<file path="src/rtl/sleep_seq_pkg.sv">
package sleep_seq_pkg;
   typedef enum logic [1:0] {
      ST_AWAKE = 2'd0,
      ST_ENTER = 2'd1,
      ST_SLEEP = 2'd2,
      ST_EXIT  = 2'd3
   } slp_state_t;
endpackage

</file>
<file path="src/rtl/sleep_sync.sv">
module sleep_sync #(
   parameter int STAGES = 2
) (
   input  logic clk,
   input  logic rst_n,
   input  logic async_in,
   output logic sync_out
);
   logic [STAGES-1:0] chain_q;

   generate
      for (genvar g = 0; g < STAGES; g++) begin : g_stage
         if (g == 0) begin : g_first
            always_ff @(posedge clk or negedge rst_n) begin
               if (!rst_n) chain_q[0] <= 1'b0;
               else        chain_q[0] <= async_in;
            end
         end else begin : g_next
            always_ff @(posedge clk or negedge rst_n) begin
               if (!rst_n) chain_q[g] <= 1'b0;
               else        chain_q[g] <= chain_q[g-1];
            end
         end
      end
   endgenerate

   assign sync_out = chain_q[STAGES-1];
endmodule

</file>
<file path="src/rtl/sleep_fsm.sv">
module sleep_fsm
   import sleep_seq_pkg::*;
#(
   parameter int ENTRY_CYCLES = 2,
   parameter int EXIT_CYCLES  = 2
) (
   input  logic       clk,
   input  logic       rst_n,
   input  logic       req_s,
   output slp_state_t state_q,
   output logic       enter_go
);
   localparam int MAXC  = (ENTRY_CYCLES > EXIT_CYCLES) ? ENTRY_CYCLES : EXIT_CYCLES;
   localparam int CNT_W = (MAXC > 1) ? $clog2(MAXC) : 1;
   localparam logic [CNT_W-1:0] ENTRY_LOAD = CNT_W'(ENTRY_CYCLES - 1);
   localparam logic [CNT_W-1:0] EXIT_LOAD  = CNT_W'(EXIT_CYCLES - 1);

   slp_state_t       state_d;
   logic [CNT_W-1:0] cnt_q, cnt_d;

   assign enter_go = (state_q == ST_AWAKE) && req_s;

   always_comb begin
      state_d = state_q;
      cnt_d   = cnt_q;
      unique case (state_q)
         ST_AWAKE: begin
            if (req_s) begin
               state_d = ST_ENTER;
               cnt_d   = ENTRY_LOAD;
            end
         end
         ST_ENTER: begin
            if (cnt_q == '0) state_d = ST_SLEEP;
            else             cnt_d   = cnt_q - 1'b1;
         end
         ST_SLEEP: begin
            if (!req_s) begin
               state_d = ST_EXIT;
               cnt_d   = EXIT_LOAD;
            end
         end
         ST_EXIT: begin
            if (cnt_q == '0) state_d = ST_AWAKE;
            else             cnt_d   = cnt_q - 1'b1;
         end
         default: state_d = ST_AWAKE;
      endcase
   end

   always_ff @(posedge clk or negedge rst_n) begin
      if (!rst_n) begin
         state_q <= ST_AWAKE;
         cnt_q   <= '0;
      end else begin
         state_q <= state_d;
         cnt_q   <= cnt_d;
      end
   end
endmodule

</file>
<file path="src/rtl/sleep_gate.sv">
module sleep_gate
   import sleep_seq_pkg::*;
#(
   parameter int NUM_STROBES = 2
) (
   input  logic                   clk,
   input  logic                   rst_n,
   input  slp_state_t             state_q,
   input  logic                   enter_go,
   input  logic                   chip_sel,
   input  logic [NUM_STROBES-1:0] strobe_n,
   output logic                   acc_en,
   output logic                   out_hiz,
   output logic                   sleeping,
   output logic                   abort_pend,
   output logic                   recov_viol
);
   logic any_strobe;
   logic viol_hit;

   assign any_strobe = ~&strobe_n;
   assign viol_hit   = (state_q == ST_EXIT) && chip_sel && any_strobe;

   assign acc_en   = (state_q == ST_AWAKE);
   assign out_hiz  = (state_q != ST_AWAKE);
   assign sleeping = (state_q == ST_SLEEP);

   always_ff @(posedge clk or negedge rst_n) begin
      if (!rst_n) begin
         abort_pend <= 1'b0;
         recov_viol <= 1'b0;
      end else begin
         abort_pend <= enter_go;
         if (enter_go)      recov_viol <= 1'b0;
         else if (viol_hit) recov_viol <= 1'b1;
      end
   end
endmodule

</file>
<file path="src/rtl/sleep_seq_ctrl.sv">
module sleep_seq_ctrl
   import sleep_seq_pkg::*;
#(
   parameter int SYNC_STAGES  = 2,
   parameter int ENTRY_CYCLES = 2,
   parameter int EXIT_CYCLES  = 2,
   parameter int NUM_STROBES  = 2
) (
   input  logic                   clk,
   input  logic                   rst_n,
   input  logic                   sleep_req,
   input  logic                   chip_sel,
   input  logic [NUM_STROBES-1:0] strobe_n,
   output logic                   acc_en,
   output logic                   out_hiz,
   output logic                   sleeping,
   output logic                   abort_pend,
   output logic                   recov_viol,
   output logic [1:0]             state_o
);
   generate
      if (SYNC_STAGES < 2) begin : g_bad_sync
         $error("SYNC_STAGES must be at least 2");
      end
      if (ENTRY_CYCLES < 1 || EXIT_CYCLES < 1) begin : g_bad_cnt
         $error("ENTRY_CYCLES and EXIT_CYCLES must be at least 1");
      end
      if (NUM_STROBES < 1) begin : g_bad_strobe
         $error("NUM_STROBES must be at least 1");
      end
   endgenerate

   logic       req_s;
   logic       enter_go;
   slp_state_t state_q;

   sleep_sync #(.STAGES(SYNC_STAGES)) u_sync (
      .clk      (clk),
      .rst_n    (rst_n),
      .async_in (sleep_req),
      .sync_out (req_s)
   );

   sleep_fsm #(
      .ENTRY_CYCLES (ENTRY_CYCLES),
      .EXIT_CYCLES  (EXIT_CYCLES)
   ) u_fsm (
      .clk      (clk),
      .rst_n    (rst_n),
      .req_s    (req_s),
      .state_q  (state_q),
      .enter_go (enter_go)
   );

   sleep_gate #(.NUM_STROBES(NUM_STROBES)) u_gate (
      .clk        (clk),
      .rst_n      (rst_n),
      .state_q    (state_q),
      .enter_go   (enter_go),
      .chip_sel   (chip_sel),
      .strobe_n   (strobe_n),
      .acc_en     (acc_en),
      .out_hiz    (out_hiz),
      .sleeping   (sleeping),
      .abort_pend (abort_pend),
      .recov_viol (recov_viol)
   );

   assign state_o = state_q;
endmodule

</file>
<file path="config.mk">
export PLATFORM = sky130hd
export DESIGN_NAME = sleep_seq_ctrl
export DESIGN_NICKNAME = d
export VERILOG_FILES = /design/src/rtl/sleep_seq_pkg.sv /design/src/rtl/sleep_sync.sv /design/src/rtl/sleep_fsm.sv /design/src/rtl/sleep_gate.sv /design/src/rtl/sleep_seq_ctrl.sv
export SDC_FILE = /design/constraint.sdc
export NUM_CORES = 1
export LEC_CHECK = 0
export BUFFER_PORTS_ARGS = -buffer_cell sky130_fd_sc_hd__buf_2
export CAP_MARGIN = 20
export CORE_AREA = 2 2 39 41
export CTS_BUF_LIST = sky130_fd_sc_hd__clkbuf_4 sky130_fd_sc_hd__clkbuf_8 sky130_fd_sc_hd__clkbuf_16
export DETAILED_ROUTE_END_ITERATION = 16
export DIE_AREA = 0 0 41 43
export REMOVE_ABC_BUFFERS = 1
export SLEW_MARGIN = 25
export SYNTH_ARGS = -nofsm -noshare
export SYNTH_HDL_FRONTEND = slang
export SYNTH_SLANG_ARGS = --single-unit
export TNS_END_PERCENT = 30
</file>
<file path="constraint.sdc">
create_clock -name clk -period 4.3 [get_ports clk]
set_input_delay 0 -clock clk [delete_from_list [all_inputs] [get_ports clk]]
set_output_delay 0 -clock clk [all_outputs]
set_load 0.02 [all_outputs]
</file>
Word-level counts from Yosys, hierarchy flattened
Index checks and enable logic that the tools add are counted.

storage, ports and cells
  bits in registers = 7
  latch bits = 0
  RAM bits = 0
  memory bits (read-only) = 0
  input bits = 6
  output and inout port bits = 7
  word-level logic and storage cells = 36
  memories kept = 0

cells by class
  $add $sub $neg = 1
  multiply operators = 0
  divide/modulo/power cells = 0
  magnitude comparators = 0
  eq/ne operators = 7
  shift-type cells = 0
  mux-type cells = 11
  bitwise gates (word level) = 0
  reduce and logical (&&, ||, !) cells = 11

operators with widths
  kind                                                              number
  2-bit two-way mux                                                 4
  2-bit case mux with 4 select lines                                1
  2-bit != test (second input constant)                             3
  1-bit two-way mux                                                 5
  2-bit == test (second input constant)                             2
  2-bit AND reduction                                               2
  4-bit AND reduction                                               1
  2-bit nonzero test                                                2
  1-bit logical AND                                                 3
  1-bit case mux with 3 select lines                                1
  2-bit by 1-bit == test with 1-bit output (second input constant)  1
  2-bit zero test                                                   1
  2-bit by 1-bit != test with 1-bit output (second input constant)  1
  2-bit OR reduction                                                1
  1-bit zero test                                                   1
  1-bit subtractor (second input constant)                          1

Depth between registers and ports, before layout
  depth in word-level cells = 5
  depth in mapped cells = 5
  gate-level depth less buffers = 5

Hierarchy
Synthesis repeated with hierarchy kept, for this count alone.

second synthesis, totals
  cells, all modules = 31
  area, all modules = 350.3 sq um

by module, submodules not included
  module      times used  cells an instance  area an instance (sq um)  sequential area each (sq um)
  sleep_fsm   1           21                 212.7                     75.1
  sleep_gate  1           8                  87.6                      50.0
  sleep_sync  1           2                  50.0                      50.0

Worst setup path after synthesis
OpenSTA, ideal clock, no wires.

  path kind = reg-to-reg
  start = reg u_fsm.state_q[0]
  end = reg u_fsm.cnt_q
  setup time = 125 ps
  arrival = 1494 ps
  data required time = 4175 ps
  slack = 2681 ps
  stages on the path, launching flop included = 5
  path buffers = 0
  period minus slack after synthesis = 1619 ps
  cell sequence = dfrtp_1 -> inv_1 -> ha_1 -> mux2i_2 -> mux2_2

between the ends
  word-level cells in the longest chain between the ends = 3
  elaborated cells on any way between the ends = 9
  those cells by class = eq/ne: 5; mux: 1; reduce/logical: 3

ends and longest elaborated chain
  what                                                       RTL line              RTL
  from (decl)                                                sleep_fsm.sv:10       output slp_state_t state_q,
  from (signal assigned)                                     sleep_fsm.sv:56       state_q <= state_d;
  2-bit zero test (*)                                        --
  named net acc_en                                           sleep_seq_ctrl.sv:14  output logic acc_en,
  2-bit by 1-bit != test with 1-bit output (no source line)  --
  2-bit AND reduction (no source line)                       --
  to (signal assigned)                                       sleep_fsm.sv:57       cnt_q <= cnt_d;
  to (decl)                                                  sleep_fsm.sv:19       logic [CNT_W-1:0] cnt_q, cnt_d;

The timed path passes the listed nets; every way through them passes the cells marked *.
A chain may end at the register's enable or synchronous reset.

Final worst setup path
  start = reg u_fsm.state_q[0]
  end = reg u_fsm.cnt_q

between the ends
  word-level cells in the longest chain between the ends = 3
  elaborated cells on any way between the ends = 9
  those cells by class = eq/ne: 5; mux: 1; reduce/logical: 3

ends and longest elaborated chain
  what                                                                       RTL line         RTL
  2-bit by 1-bit == test with 1-bit output (tied with other cells)           sleep_fsm.sv:26  unique case (state_q)
  2-bit OR reduction (no source line) (tied with other cells)                --
  1-bit case mux with 3 select lines or 2-bit AND reduction (tied branches)  --

Parallel ways exist; a longest one is shown, timed or not.

==> qor.yml <==
outcome: "finished, final reports clean"
met3_usage_pct: 6.28
yosys.area_share.simple_pct: 7.06
total_power_uw: 354
grt_max_degree: 8
busiest_layer: "met2"
path_clk_slew_ns: 0.05
first_global_vias: 239
drt_iter0_drc: 0
place_area_um2: 399
drt_pass1_iterations: 1
setup_violations: 0
tightest_slew_ns: 0.268
leakage_uw: 0.000234
final_net_count: 56
vias_per_cell: 4.08
ys_seq_area_share_pct: 54.9
cts-root-buf: "clkbuf_4"
ys_seq_elements: 7
synth_compound_area_share_pct: 11.0
hold_viol: 0
globalRouteTotalUtil_pct: 7.59
totalWireLength_um: 558
cts_buffer_depth: 2
ctsHtreeMaxLevel: 1
dp_hpwl_um: 459
max-cap-violations: 0
fin_util_pct: 32.5
tritoncts: "built"
finalMaxSlewViolations: 0
antennaDiodeCount: 0
end_kind: "flop"
antenna_found_initial: 0
hold_class: "input pin to flop"
core_mm2: 0.00138
num_vias: 249
io_pins: 13
antenna_left: 0
cp.required_ns: 4.43
synth_xor_area_share_pct: 0
syn_area_um2: 319
avgSynthCellArea_um2: 11.8
slew-limit-headroom_pct: 82.0
fin_crit_ns: 1.49
dieArea_mm2: 0.00176
ir_worst_vdd_mv: 0.246
crit_slowest_cell: "dfrtp_1"
synth_cell_type_count: 12
cts.sinks: 7
stdcell_area_um2: 449
rows: 14
fin_crit_sh_pct: 34.5
whs_path_depth: 3
crit_path_max_fanout: 5
avgRoutedWirePerCell_um: 9.15
crit_type: "flop to flop"
grt.overflow.total: 0
crit_chain: "inv_1 -> ha_1 -> mux2i_2 -> mux2_2"
cts_buffers: 3
max_freq_mhz: 673
drcViolationCount: 0
layout_common_cells: "buf_2, dfrtp_1, ha_1, clkbuf_4"
clock_skew_ns: 0.00619
met1_usage_pct: 8.25
pwr_density_cell_mw_per_mm2: 788
start_kind: "flop"
port_buffers: 12
setup_tns_ns: 0
rsz0062_at_grt: "no"
drive_gt1_share_pct: 42.2
yosys_warnings: 0
die_y_um: 43
cp_slowest_stage_delay_ns: 0.41
die_w_um: 41
r2r_cells: 4
grt_util_met2_pct: 10.9
grt_pass1_wl_um: 862
synth_fa_ha_area_share_pct: 15.7
start_util_pct: 23.1
synth_top_family_by_area: "adder cells"
final_common_cell: "buf_2"
crit_arrival_ns: 1.62
syn2layout_area_growth_pct: 40.8
insertion_delay_ns: 0.25
netlist_instances: 27
gp_congestion: 0.610
synthMuxAreaShare_pct: 7.84
[final timing paths]
check,from,to,slack (ns)
setup reg to reg,u_fsm.state_q[0],u_fsm.cnt_q,2.81
min in group asynchronous,rst_n,u_fsm.state_q[1],0.11
max in group asynchronous,rst_n,u_sync.chain_q[0],4.03
setup / recovery,u_fsm.state_q[0],u_fsm.cnt_q,2.81
hold reg to reg,u_sync.chain_q[0],u_sync.sync_out,0.35
hold / removal,chip_sel,u_gate.recov_viol,0.03
[Yosys cell counts]
master	instances	area [µm²]
mux2i_2	1	13.8
mux2_2	1	11.3
a31o_1	1	8.76
ha_1	4	50.1
a21oi_1	3	15.0
a31oi_1	1	6.26
inv_1	3	11.3
o21ai_1	1	5.00
and2_2	1	7.51
nand2_1	1	3.75
nor2_1	3	11.3
dfrtp_1	7	175
[registers in the layout, summed over array words and instances, names as in the netlist]
register and count:
u_sync.sync_out 1, u_gate.abort_pend 1, u_sync.chain_q 1, u_gate.recov_viol 1, u_fsm.state_q 2, u_fsm.cnt_q 1
[critical path: cells and delay by family, from the launching register on]
kind	cells	cell delay [ns]
fa+ha+maj	1	0.25
buf+inv	1	0.09
flops	1	0.41
mux	2	0.62
[report_power, final]
group | leakage (µW) | total (µW) | internal, µW | switching (µW)
clock network | 0.0000184 | 64.5 | 41.6 | 22.9
logic | 0.000131 | 184 | 74.5 | 110
registers | 0.0000846 | 105 | 89.6 | 15.7
[timing repair]
action                                 CTS  global route
hold buffers                             2             0
endpoints found under the hold margin    8             0
setup endpoints to repair                0             0
buffers inserted                         0             0
resized for setup                        0             0
[metrics by stage]
step / setup slack [ns] / std cells / hold WS, ns
finish: 2.81 / 61 / 0.0266
global route: 2.74 / 61 / 0.0425
CTS: 2.80 / 61 / 0.0166
detailed placement: 2.81 / 55 / -0.157
global placement: 2.84 / 55 / -0.157
floorplan: 2.68 / 27 / -0.296
[cells by family after synthesis]
family	Yosys count
AOI/OAI and AO/OA	6
and+or+nand+nor	5
DFF	7
adders and majority gates	4
muxes	2
buffers and inverters	3
[area by class of cell]
class,instances,area [µm²]
Fill cell,144,935
Sequential cell,7,175
Tap cell,16,20.0
Inverter,3,11.3
Multi-Input combinational cell,17,133
Clock buffer,4,30.0
Timing Repair Buffer,14,80.1
[layer usage]
| metal | up-vias | share of wire, % |
|---|---|---|
| met1 | 119 | 46 |
| met5 | - | 0 |
| met2 | 5 | 50 |
| met4 | 0 | 0 |
| li1 | 125 | - |
| met3 | 0 | 4.5 |
(Power assumes the default switching activity.)
